### src/rtl/sp_ctl_pins.sv
module sp_ctl_pins (
  input  logic       clk,
  input  logic       rst_n,
  input  logic       sw_rst,
  input  logic       cfg_we,
  input  logic [5:0] cfg_wdata,
  input  logic       sync_mode,
  input  logic       net_mode,
  input  logic       tx1_en,
  input  logic       tx2_en,
  input  logic       frame_start,
  input  logic       slot_start,
  input  logic       tx1_dat,
  input  logic       tx2_dat,
  input  logic [1:0] alt_out,
  input  logic       fs_in,
  input  logic       int_clk,
  output logic [2:0] sc_out,
  output logic [2:0] sc_oe,
  output logic       sck_out,
  output logic       sck_oe,
  output logic       tx_clk_sel,
  output logic       rx_clk_sel
);
  logic [5:0] cfg_q;
  logic [1:0] flag_q;
  logic       boundary;

  assign boundary = net_mode ? slot_start : frame_start;

  always_ff @(posedge clk or negedge rst_n) begin
    if (!rst_n) begin
      cfg_q  <= '0;
      flag_q <= '0;
    end else if (sw_rst) begin
      cfg_q  <= '0;
      flag_q <= '0;
    end else begin
      if (cfg_we)   cfg_q  <= cfg_wdata;
      if (boundary) flag_q <= cfg_q[1:0];
    end
  end

  assign sc_oe[0]  = tx1_en | cfg_q[2];
  assign sc_oe[1]  = tx2_en | cfg_q[3];
  assign sc_oe[2]  = cfg_q[4];

  assign sc_out[0] = tx1_en ? tx1_dat : (sync_mode ? flag_q[0] : alt_out[0]);
  assign sc_out[1] = tx2_en ? tx2_dat : (sync_mode ? flag_q[1] : alt_out[1]);
  assign sc_out[2] = fs_in;

  assign sck_oe     = cfg_q[5];
  assign sck_out    = cfg_q[5] & int_clk;
  assign tx_clk_sel = cfg_q[5];
  assign rx_clk_sel = cfg_q[5] & sync_mode;
endmodule


### config.mk
export PLATFORM = sky130hd
export DESIGN_NAME = sp_ctl_pins
export DESIGN_NICKNAME = d
export VERILOG_FILES = /design/src/rtl/sp_ctl_pins.sv
export SDC_FILE = /design/constraint.sdc
export NUM_CORES = 1
export LEC_CHECK = 0
export ABC_AREA = 1
export BUFFER_PORTS_ARGS = -buffer_cell sky130_fd_sc_hd__buf_2
export CAP_MARGIN = 10
export CORE_AREA = 2 2 39 41
export DETAILED_ROUTE_END_ITERATION = 6
export DIE_AREA = 0 0 41 43
export GPL_TIMING_DRIVEN = 0
export PLACE_DENSITY = 0.69
export SYNTH_ARGS = -nofsm -noshare
export SYNTH_HDL_FRONTEND = slang
export SYNTH_SLANG_ARGS = --single-unit
### constraint.sdc
create_clock -name clk -period 1.1 [get_ports clk]
set_clock_uncertainty 0.15 [all_clocks]
set_input_delay 0.11 -clock clk [delete_from_list [all_inputs] [get_ports clk]]
set_output_delay 0.11 -clock clk [all_outputs]
set_load 0.02 [all_outputs]
## Word-level counts from Yosys, hierarchy flattened

Cells that the tools add are included.

- Register bits: 8
- Latch bits: 0
- RAM bits: 0
- Bits in read-only memories: 0
- Bits of input ports: 22
- Output and inout port bits: 10
- Logic and storage cells: 17
- Memories: 0

- Add/subtract/negate cells: 0
- Multipliers: 0
- Div/mod/pow operators: 0
- $lt $le $gt $ge: 0
- Equal/unequal tests: 0
- Shifts and indexed selects: 0
- Multiplexer cells: 9
- Bitwise gates (word level): 4
- Reduce and logical (&&, ||, !) cells: 2

Operators with widths:

| cell | number |
|---|---|
| $mux 6 | 2 |
| $mux 1 | 5 |
| $mux 2 | 2 |
| $reduce_bool 2->1 | 2 |
| $and 1x1->1 | 2 |
| $or 1x1->1 | 2 |

## Depth between registers and ports, before layout

Gate-level depths: netlist (run 1).

- Depth in word-level cells: 3
- Gate-level depth with buffers: 5
- Depth with buffers taken out: 5

## Worst setup path before layout (run 1)

Ideal clock, no wire load.

- Kind: reg2out
- Start: reg flag_q[1]
- End: out sc_out[1]
- Arrival: 0.728 ns
- Required time: 0.840 ns
- Setup slack: 0.112 ns
- Stages on the path, launching flop included: 3
- Path buffers: 0
- Cells stage by stage: dfrtp_1 a21oi_1 a21oi_1

- Longest elaborated chain between the ends: 2

RTL lines:

| element | RTL line | RTL |
|---|---|---|
| start, declared | 26 | `logic [1:0] flag_q;` |
| start signal, assigned | 40 | `if (boundary) flag_q <= cfg_q[1:0];` |
| $mux 1 (2 in a row) | 49 | `assign sc_out[1] = tx2_en ? tx2_dat : (sync_mode ? flag_q[1] : alt_out[1]);` |
| end, declared | 18 | `output logic [2:0] sc_out,` |

No other way between the ends.

## Final worst setup path (run 1)

- Start: reg flag_q[0]
- End: out sc_out[0]

- Longest elaborated chain between the ends: 2

RTL lines:

| element | RTL line | RTL |
|---|---|---|
| $mux 1 (2 in a row) | 48 | `assign sc_out[0] = tx1_en ? tx1_dat : (sync_mode ? flag_q[0] : alt_out[0]);` |

No other way between the ends.

==> results of run 1 <==
==> how the worst max path moves through the flow <==
stage                               start  slack [ps]         to  cells after the start
floorplan           flag_q[1]$_DFFE_PN0P_         110  sc_out[1]                      2
global placement    flag_q[1]$_DFFE_PN0P_         110  sc_out[1]                      3
detailed placement  flag_q[1]$_DFFE_PN0P_         100  sc_out[1]                      3
CTS                 flag_q[0]$_DFFE_PN0P_        -150  sc_out[0]                      3
global route        flag_q[1]$_DFFE_PN0P_        -190  sc_out[1]                      3
finish              flag_q[0]$_DFFE_PN0P_        -160  sc_out[0]                      3
==> timing repair <==
action,4_1_cts,5_1_grt
setup buffers,4,0
setup endpoints to repair,9,8
hold buffers,7,0
resized for setup,20,5
hold endpoints to repair,14,0
pin swaps,6,4
==> power groups by stage <==
stage	Clock, mW	Sequential, mW	Combinational (mW)
CTS	0.227	0.321	0.227
floorplan	0	0.324	0.0945
finish	0.223	0.321	0.230
detailed placement	0	0.323	0.174
global placement	0	0.323	0.170
global route	0.240	0.323	0.252
==> through the flow <==
stage | TNS (ps) | cells | hold WS (ps) | power (mW)
after floorplan | 0 | 60 | -336 | 0.419
after global placement | 0 | 106 | -191 | 0.493
after detailed placement | 0 | 106 | -189 | 0.497
after CTS | -612 | 119 | 3.86 | 0.774
after global routing | -832 | 119 | 36.9 | 0.815
final | -558 | 119 | 9.55 | 0.775
==> cells in the final DEF, fill, tap and decap left out, types with 2 or more instances in the layout <==
| cell | count |
|---|---|
| sky130_fd_sc_hd__inv_1 | 9 |
| sky130_fd_sc_hd__nand3_1 | 7 |
| sky130_fd_sc_hd__dlygate4sd3_1 | 7 |
| sky130_fd_sc_hd__dfrtp_1 | 7 |
| sky130_fd_sc_hd__nor2_1 | 4 |
| sky130_fd_sc_hd__buf_4 | 7 |
| sky130_fd_sc_hd__inv_2 | 4 |
| sky130_fd_sc_hd__nand2_1 | 9 |
| sky130_fd_sc_hd__nand4_1 | 2 |
| sky130_fd_sc_hd__clkbuf_4 | 3 |
| sky130_fd_sc_hd__buf_6 | 8 |
| sky130_fd_sc_hd__nand2_2 | 3 |
| sky130_fd_sc_hd__buf_2 | 21 |
| sky130_fd_sc_hd__a21oi_1 | 3 |
| sky130_fd_sc_hd__o21ai_2 | 6 |
==> layer usage <==
metal / track usage / vias to the layer above / part of all wire
li1: - / 273 / -
met1: 0.179 / 229 / 0.42
met2: 0.234 / 21 / 0.49
met3: 0.0157 / 2 / 0.077
met4: 0.100 / 0 / 0.0034
met5: 0 / - / 0
==> flip-flops by register name, summed over array words and instances (netlist names) <==
| register | count |
|---|---|
| cfg_q | 6 |
| flag_q | 2 |
==> final cells by class <==
cell class,count,area share
Timing Repair Buffer,41,0.369
Sequential cell,8,0.248
Multi-Input combinational cell,36,0.247
Inverter,13,0.0602
Clock buffer,3,0.0278
Tap cell,16,0.0247
Buffer,2,0.0231
==> kinds of logic (layout without fill, tap and decap cells) <==
logic type | Yosys count | after routing | share of synthesized area
AO/OA/AOI/OAI | 10 | 10 | 0.158
buffers and inverters | 16 | 59 | 0.155
AND/OR/NAND/NOR | 26 | 26 | 0.253
flip-flops | 8 | 8 | 0.435
==> worst max-delay path, delay by kind of cell (launching register included) <==
| family | cells | cell delay, ps |
|---|---|---|
| AOI/OAI and AO/OA | 2 | 220 |
| buffers and inverters | 1 | 160 |
| DFF | 1 | 380 |
==> run summary, run 1 <==
VDD sags by at most 570 uV. The net switching power of the design is 0.220 mW, and the sequential cell area is 201 um^2. Setup violations remaining at the end of the flow were counted as 7. The relative max-transition margin came out at 0.880. The later pin in the worst-skew pair is clocked with a latency of 250 ps.

After detailed placement, the total cell area comes to 631 um^2. The area share of the largest cell type after synthesis is 0.435, and the number of max-slew violations in the final report is 0. The required time reported for the critical path endpoint is 840 ps.

The tools report the number of maximum-capacitance constraint violations as 0. For this block, the via count after detailed routing is 525. The clock-pin slew on the worst setup and hold paths was 50 ps; the achievable frequency was 792 MHz. The cell type with the highest occurrence count on the critical path is sky130_fd_sc_hd__a21oi_1. Largest fanout on the critical path: 2. For this run, the leading register cell type out of synthesis is sky130_fd_sc_hd__dfrtp_1. The root buffer selected by CTS is sky130_fd_sc_hd__clkbuf_4.

The number of clock buffers added by TritonCTS is 3. Area of the core: 1380 um^2. Nature of the critical path endpoint: an output port. The share of synthesized flip-flops with an asynchronous set or reset came out at 1.00. The first-pass GRT wire length came out at 1.79 mm. Counting every net in the synthesized netlist gives 82. The worst setup path is of the reg -> out kind. The tools report the total number of nets in the final design as 127.

The checks that failed: negative setup slack. The maximum clock insertion buffer count was 2. Starting density of the core: 0.333. Of all cell types, the one taking the most synthesized area is sky130_fd_sc_hd__dfrtp_1. The worst hold path terminates at flag_q[1]$_DFFE_PN0P_. In the post-synthesis netlist, the biggest area contributors are sky130_fd_sc_hd__dfrtp_1, sky130_fd_sc_hd__o21ai_2, sky130_fd_sc_hd__inv_1.

The end of the worst register-to-register path is cfg_q[3]$_DFFE_PN0P_. The startpoint identified for the worst register-to-register timing path is cfg_q[3]$_DFFE_PN0P_. The count of flip-flops with a built-in enable after synthesis is 0, and the number of clock sinks is 8. The tools report the number of I/O pins as 32. The die is 43 um tall. The combined area of the multi-input logic cells is 200 um^2. Setup repair after global routing could not meet its margin everywhere. The tools report the number of rows in the core area as 14.

The number of synthesized register bits is 8. The number of remaining DRC errors was 0. TritonCTS built the clock tree. The tools report the portion of total power attributed to the clock network as 0.288. Kind of path behind the tightest hold check: in -> reg. The tools report the last weighted congestion value of the routability-driven placer as 0.716.

The cell count of the worst reg-to-reg path is 4. The run finished, with violations left. The tools report the type of element launching the critical path as a register.

The aggregate global routing overflow came out at 0. Fraction of power spent switching nets: 0.284. The cell count of the worst hold path was 4.

The horizontal extent of the die came out at 41 um. The overall track demand over capacity in global routing is 0.149, and the setup slack on the worst flop-to-flop path is 150 ps. The post-route clock period utilization works out to 1.15. The first detailed-routing pass took 4 iterations. For this design the static power due to leakage is 0.447 nW. The run gives 0 as the final-report hold violation count. STA puts the critical path data arrival time at 1000 ps. In this design, the stage delay of the slowest critical-path cell is 380 ps. The floorplan step defined a die boundary enclosing 1760 um^2. For the pin with the worst max-slew slack, the measured transition is 180 ps. For the initial antenna violation count, the log shows 0. Detail-routed net length per standard cell: 9.76 um.

The final worst slack was -163 ps. The fraction of layout cells with a size suffix above 1 was 0.534; the number of global-route vias before repair was 490. The sequential area share after synthesis came out at 0.435. For the share of the core filled with cells in the final layout, the log shows 0.586.

Ranked by instance count, the synthesized netlist is headed by sky130_fd_sc_hd__inv_1, sky130_fd_sc_hd__nand2_1, sky130_fd_sc_hd__dfrtp_1. The final instance area came out at 811 um^2. After filler insertion, the fill cell instance count of the layout stands at 144. The start point of the worst hold path is sw_rst.

The run gives 0.415 as the fraction of power consumed by sequential logic. Walking the worst path, the cells encountered are a21oi_1, a21oi_1, buf_4. The placed wire-length estimate is 834 um. The synthesized netlist contains 11 unique library cells.

Dividing the detail-routed via count by the number of cells gives 4.41. The number of input and output port buffers inserted was 30. In this run the cell area of the synthesized design comes to 460 um^2. Entering global routing, the biggest net connects 10 pins.

Wires add up to 1.16 mm. The Yosys step of the flow raised 0 warnings. The combinational share of power was 0.297; the setup slack at placement was 104 ps.

The minimum period implied by the final worst setup slack was 1260 ps; the total internal power was 0.555 mW. In this run the remaining antenna-violating nets after routing total 0. The number of antenna diodes in the final layout is 0.

The largest individual stage delay along the critical path comes from the cell sky130_fd_sc_hd__dfrtp_1. The growth of design area from synthesis to finish came out at 76.1%. The count of mapped cells out of synthesis is 60, and the DRC marker count from the first detailed-route iteration is 4.

In this run the mean area of a mapped cell was 7.67 um^2. The power density over the cells is 956 nW/um^2, and the count of H-tree levels built during CTS is 1.
Power figures use the tool's default switching activity.
==> inputs of run 2 (changes only) <==
- CTS_CLUSTER_DIAMETER: default -> 100
- clock period: 1.1 -> 1.35 ns (I/O delays scaled with it)
==> run 2 against run 1 <==
  * The flow now finishes without violations
  * Flip-flop and latch count is the same
  * Via count shrank 4.0%
  * Total power shrank 24%
  * First-iteration DRC count shrank 25%
  * Sequential share of layout area grew 3.2 points
  * Design area shrank 12%
  * Global-route usage shrank 1.3 points
==> run summary, run 2 (same netlist as run 1, synthesis figures left out) <==
From left edge to right edge, the die measures 41 um. Measured along the y axis, the die boundary spans 43 um. The count of TritonRoute iterations in the first routing pass came out at 4. Gates resized during post-CTS repair numbered 0.

In the final layout, the registers with the most flip-flops are cfg_q (6), flag_q (2). The overall track demand over capacity in global routing was 0.136. The fraction of layout cells with a size suffix above 1 works out to 0.444.

For the first-pass GRT wire length, the log shows 1.61 mm. The largest fanout on the critical path was 2. The signal on the critical path passes through a21oi_1, a21oi_1, buf_2. The run gives 0 as the number of remaining DRC errors. In this run the most critical hold path is launched from cfg_wdata[0]. For hold timing, the worst endpoint is cfg_q[0]$_DFFE_PN0P_. In this run the deepest clock path goes through 2 buffers.

The stage delay of the slowest cell on the critical path was 380 ps; the count of buffer and inverter cells on the critical path was 1. The growth of design area from synthesis to finish works out to 54.9%. Setup repair after global routing left no endpoint under its margin. The tools report the portion of total power attributed to the clock network as 0.303. The cell type with the highest occurrence count on the critical path was sky130_fd_sc_hd__a21oi_1. The number of I/O pins was 32. The tools report the clock network latency to the later pin of the worst-skew pair as 250 ps. In this design, the largest share of critical-path delay is due to flip-flops. The routed layout has 504 vias. The die covers 1760 um^2. The register with the most flip-flops in the layout has 6 of them. The cell sitting at the root of the clock tree is a sky130_fd_sc_hd__clkbuf_4. The count of H-tree levels built during CTS was 1. Dividing the detail-routed via count by the number of cells gives 4.38. The initial antenna violation count is 0, and the transition time of the tightest slew-check pin is 181 ps. The kind of path behind the tightest hold check was in -> reg.

The post-cts hold buffer count came out at 6. The run gives 773 MHz as the achievable frequency. Most common cell after layout, fill and taps aside: sky130_fd_sc_hd__buf_2.

Power spread over the standard cell area amounts to 831 nW/um^2. For the setup slack on the worst flop-to-flop path, the log shows 500 ps. The run gives 0 as the final setup violation count. Data on the critical path arrives at its endpoint at 1010 ps. The number of CTS-inserted buffers is 3, and the wire length reported by the detailed router is 1.10 mm. The logs give 0 for the post-CTS setup repair buffer count and 0.437 for the fraction of power consumed by sequential logic. Counting I/O delays and the setup requirement, the final critical path takes 1290 ps. The fraction of power spent switching nets came out at 0.283. The cell count of the worst hold path is 3.

The post-route clock period utilization works out to 0.958. The worst register-to-register path begins at cfg_q[0]$_DFFE_PN0P_. The required time reported for the critical path endpoint was 1070 ps. The combinational share of power was 0.260. The pin count of the biggest net entering global routing was 10. The floorplan has 14 rows.

The worst setup path is captured at an output port. Standard cell with the maximum stage delay on the critical path: sky130_fd_sc_hd__dfrtp_1. The post-place instance area was 631 um^2.

The final-report hold violation count is 0, and the number of input and output port buffers inserted is 30. Total chip power: 0.593 mW. Clock-pin slew on the worst setup and hold paths: 50 ps. The register containing the most flip-flops in the final layout is cfg_q. Leaving out fill and tap cells, the most frequent cells in the layout are sky130_fd_sc_hd__buf_2, sky130_fd_sc_hd__inv_1, sky130_fd_sc_hd__nand2_1. The aggregate global routing overflow is 0, and the number of maximum-capacitance constraint violations is 0. The tools report the largest vdd supply drop as 486 uV.

For the share of the core filled with cells in the final layout, the log shows 0.515. The area of the core was 1380 um^2. Summed over all nets, the switching power comes to 0.168 mW. The cell count of the worst reg-to-reg path is 4. In the final routed layout, each cell accounts on average for 9.53 um.

Critical path class: reg -> out. The clock drives 8 sinks. The detail route stage leaves a number of antenna-violating nets equal to 0.

The logs give 430 for the number of global-route vias before repair and 0.333 for the starting density of the core. For the total number of nets in the final design, the log shows 123. TritonCTS built the clock tree. Final instance area: 713 um^2. Setup total negative slack on the finished layout was measured at 0 ps. The worst register-to-register path ends at flag_q[0]$_DFFE_PN0P_. The placed wire-length estimate is 834 um, and the static leakage power is 0.420 nW. For the relative max-transition margin, the log shows 0.880. The flow ran to the end, and the final reports show no timing, DRC or antenna violations. At the end of routability-driven placement, the weighted congestion stood at 0.716. The internal portion of the total power is 0.425 mW.

The number of antenna diodes in the final layout is 0. For the number of max-slew violations in the final report, the log shows 0. The worst setup path is launched from a register. After the first detailed-routing iteration, the DRC count stood at 3.
==> run 2: cell count changes in the layout (fill, tap and decap cells not counted), moves of 3 or more <==
cell                      change
sky130_fd_sc_hd__buf_6        -8
sky130_fd_sc_hd__buf_2        +9
sky130_fd_sc_hd__nand2_2      -3
sky130_fd_sc_hd__inv_2        -3
sky130_fd_sc_hd__inv_1        +3
sky130_fd_sc_hd__buf_4        -4
sky130_fd_sc_hd__nand2_1      +3
==> run 2: through the flow <==
step	setup slack [ps]	hold WS [ps]	instances
final	56.6	28.4	115
after global routing	8.48	26.8	115
after CTS	45.7	10.6	115
after detailed placement	329	-164	106
after global placement	340	-166	106
after floorplan	337	-311	60
==> run 2: final cells by class <==
class                   count  area [um^2]
clock buffers               3         22.5
inverters                  13         48.8
multi-input cells          36          189
plain buffers               3         22.5
flip-flops and latches      8          200
well taps                  16         20.0
repair buffers             36          210
fillers                   152          671
==> run 2: how the worst max path moves through the flow <==
| stage | startpoint | to | slack, ps | cells past startpoint |
|---|---|---|---|---|
| after floorplan | flag_q[1]$_DFFE_PN0P_ | sc_out[1] | 340 | 2 |
| after CTS | flag_q[1]$_DFFE_PN0P_ | sc_out[1] | 50 | 3 |
| after global placement | flag_q[1]$_DFFE_PN0P_ | sc_out[1] | 340 | 3 |
| after detailed placement | flag_q[1]$_DFFE_PN0P_ | sc_out[1] | 330 | 3 |
| after global routing | flag_q[1]$_DFFE_PN0P_ | sc_out[1] | 8 | 3 |
| final | flag_q[1]$_DFFE_PN0P_ | sc_out[1] | 60 | 3 |
==> run 2: routing by layer <==
layer / track usage / wire [um] / up-vias
li1: - / - / 264
met1: 0.166 / 483 / 217
met2: 0.206 / 523 / 21
met3: 0.0157 / 85 / 2
met4: 0.100 / 4 / 0
met5: 0 / 0 / -
==> run 2: worst min-delay path, stage by stage <==
cell	delay [ps]
sky130_fd_sc_hd__buf_2	80
sky130_fd_sc_hd__nand3_1	100
sky130_fd_sc_hd__o21ai_2	80
==> run 2: power by group through the flow <==
| stage | sequential (mW) | combinational, mW | clock [mW] |
|---|---|---|---|
| 6_report | 0.259 | 0.154 | 0.180 |
| 3_5_place_dp | 0.263 | 0.142 | 0 |
| 2_1_floorplan | 0.264 | 0.0770 | 0 |
| 5_1_grt | 0.261 | 0.170 | 0.196 |
| 4_1_cts | 0.259 | 0.155 | 0.185 |
| 3_3_place_gp | 0.263 | 0.139 | 0 |
==> inputs of run 3 (changes only) <==
- CTS_BUF_LIST: default -> sky130_fd_sc_hd__clkbuf_4 sky130_fd_sc_hd__clkbuf_8
- CTS_CLUSTER_SIZE: default -> 24
- clock period: 1.35 -> 1.33 ns (I/O delays scaled with it)
==> run 3 against run 2 <==
  * Critical path depth unchanged
  * Combinational power increased by 3%
  * Wire length increased by 0.18%
  * Via count decreased by 0.20%
==> run summary, run 3 (same netlist as run 1, synthesis figures left out) <==
The flow ran to the end, and the final reports show no timing, DRC or antenna violations. Buffers inserted during clock tree synthesis total 3. The start point of the worst hold path is cfg_wdata[0]. The count of buffer and inverter cells on the critical path works out to 1.

The worst setup path is of the reg -> out kind. After the first detailed-routing iteration, the DRC count stood at 3. Setup repair after global routing left no endpoint under its margin.

After detailed placement, the design holds a cell count of 106. The minimum period implied by the final worst setup slack is 1280 ps. On the worst path, the slowest cell contributes a delay of 380 ps.

The first global-routing pass estimated 1.61 mm of wire. The total number of vias is 503. For the placed wire-length estimate, the log shows 834 um. For the initial antenna violation count, the log shows 0.

For the area of the core, the log shows 1380 um^2. The clock-pin slew on the worst setup and hold paths was 50 ps. The worst setup path is launched from a register. Data arrives at the worst endpoint at 990 ps.

The tools report the overall track demand over capacity in global routing as 0.136. The endpoint identified for the worst register-to-register timing path is flag_q[0]$_DFFE_PN0P_. The clock passes through at most 2 buffers.

Along the worst path, the maximum fanout reaches 2. In this run the worst hold path is classified as in -> reg. The aggregate global routing overflow was 0. The required time reported for the critical path endpoint came out at 1050 ps.

The largest registers in the layout are cfg_q (6), flag_q (2). The register containing the most flip-flops in the final layout was cfg_q. The growth of design area from synthesis to finish was 55.4%. In the routed layout, each cell is associated on average with a via count of 4.37.

For this design, the slowest cell found on the critical path is sky130_fd_sc_hd__dfrtp_1. For this run, design rule violations remaining after detail routing come to 0. Across the run, the number of max-cap violations was 0.

The number of input and output port buffers inserted is 30, and the fraction of layout cells with a size suffix above 1 is 0.444. STA classifies the critical path endpoint as an output port. Post-route clock period utilization: 0.959. Leaving out fill and tap cells, the most frequent cell in the layout is sky130_fd_sc_hd__buf_2.

The clock network latency to the later pin of the worst-skew pair is 250 ps, and the cell count of the worst reg-to-reg path is 4. The run gives 430 as the number of global-route vias before repair. Cell class contributing the biggest share of worst-path delay: flip-flops.

Adding up every negative setup slack in the final design gives 0 ps. Traced cell by cell, the critical path runs through a21oi_1, a21oi_1, buf_4. The final setup violation count was 0. Summed over all cells, the static leakage comes to 0.421 nW. The count of TritonRoute iterations in the first routing pass is 4. The final-report hold violation count came out at 0.

For the starting density of the core, the log shows 0.333. At the end of the flow, the number of nets in the layout was 123. The die height came out at 43 um.

32 I/O pins were placed. The power density over the cells was 843 nW/um^2; the last weighted congestion value of the routability-driven placer was 0.716. The number of antenna diodes in the final layout is 0. The cell count of the worst hold path works out to 3. The routed design has 1.10 mm of wire.

The cell sitting at the root of the clock tree is a sky130_fd_sc_hd__clkbuf_4. The die covers 1760 um^2. The relative max-transition margin is 0.880. Across all register-to-register paths, the minimum setup slack is 480 ps.

The cell type with the highest occurrence count on the critical path is sky130_fd_sc_hd__a21oi_1. After detailed routing, the average wire length per cell comes to 9.55 um. The initialized floorplan defines 14 standard-cell rows. The startpoint of the lowest-slack register-to-register path was cfg_q[0]$_DFFE_PN0P_. For this run, the top clock speed supported by timing is 784 MHz. The register with the most flip-flops in the layout has 6 of them. TritonCTS built the clock tree. The count of nets left with antenna violations once routing finished came out at 0.

For the pin with the worst max-slew slack, the measured transition is 181 ps. The horizontal extent of the die was 41 um. Post-CTS timing repair inserted 0 buffers for setup. The pin count of the biggest net entering global routing came out at 10.

The worst hold endpoint was cfg_q[0]$_DFFE_PN0P_. The worst-case IR drop observed on VDD is 493 uV. The tools report the number of clock sinks as 8.

For the count of H-tree levels built during CTS, the log shows 1. In the layout the commonest cells are sky130_fd_sc_hd__buf_2, sky130_fd_sc_hd__inv_1, sky130_fd_sc_hd__nand2_1. The run gives 115 as the final non-filler cell total. The run gives 0 as the number of max-slew violations in the final report.
## run 3: how the worst max path moves through the flow
| stage | depth (start not counted) | startpoint | slack (ps) | to |
|---|---|---|---|---|
| 2_1_floorplan | 2 | flag_q[1]$_DFFE_PN0P_ | 320 | sc_out[1] |
| 3_3_place_gp | 3 | flag_q[1]$_DFFE_PN0P_ | 320 | sc_out[1] |
| 3_5_place_dp | 3 | flag_q[1]$_DFFE_PN0P_ | 310 | sc_out[1] |
| 4_1_cts | 3 | flag_q[1]$_DFFE_PN0P_ | 30 | sc_out[1] |
| 5_1_grt | 3 | flag_q[1]$_DFFE_PN0P_ | 10 | sc_out[1] |
| 6_report | 3 | flag_q[1]$_DFFE_PN0P_ | 50 | sc_out[1] |
## run 3: metrics by stage
step | total power, mW | worst slack, ps | instance area, um^2 | utilization | hold WS [ps]
2_1_floorplan | 0.346 | 319 | 460 | - | -313
3_3_place_gp | 0.408 | 322 | 631 | 0.456 | -168
3_5_place_dp | 0.411 | 311 | 631 | 0.456 | -166
4_1_cts | 0.609 | 27.7 | 713 | 0.515 | 8.59
5_1_grt | 0.638 | 10.2 | 716 | 0.517 | 24.8
6_report | 0.603 | 54.3 | 716 | 0.517 | 26.4
## run 3: per-layer routing
layer / wire, um / share of wire / global-route usage / vias to the layer above
met3: 88 / 0.080 / 0.0157 / 2
li1: - / - / - / 264
met1: 481 / 0.44 / 0.166 / 216
met2: 524 / 0.48 / 0.206 / 21
met4: 4 / 0.0036 / 0.100 / 0
met5: 0 / 0 / 0 / -
## run 3: report_power, final
group	internal, mW	switching, mW
Sequential	0.257	0.00621
Combinational	0.0727	0.0851
Clock	0.103	0.0792
Total	0.433	0.171
## run 3: what timing repair did
item                                    4_1_cts  5_1_grt
hold endpoints to repair                     13        0
gates resized for setup                       0        1
hold buffers                                  6        0
endpoints found under the setup margin        0        1
## run 3: cell type report
| type | count | area, um^2 |
|---|---|---|
| inverters | 13 | 48.8 |
| repair buffers | 36 | 213 |
| multi-input cells | 36 | 189 |
| flip-flops and latches | 8 | 200 |
| plain buffers | 3 | 22.5 |
| clock buffers | 3 | 22.5 |
| fillers | 153 | 668 |
| well taps | 16 | 20.0 |
## run 3: tightest hold or removal path, stage by stage
cell and delay (ps):
sky130_fd_sc_hd__buf_2 80, sky130_fd_sc_hd__nand3_1 100, sky130_fd_sc_hd__o21ai_2 80
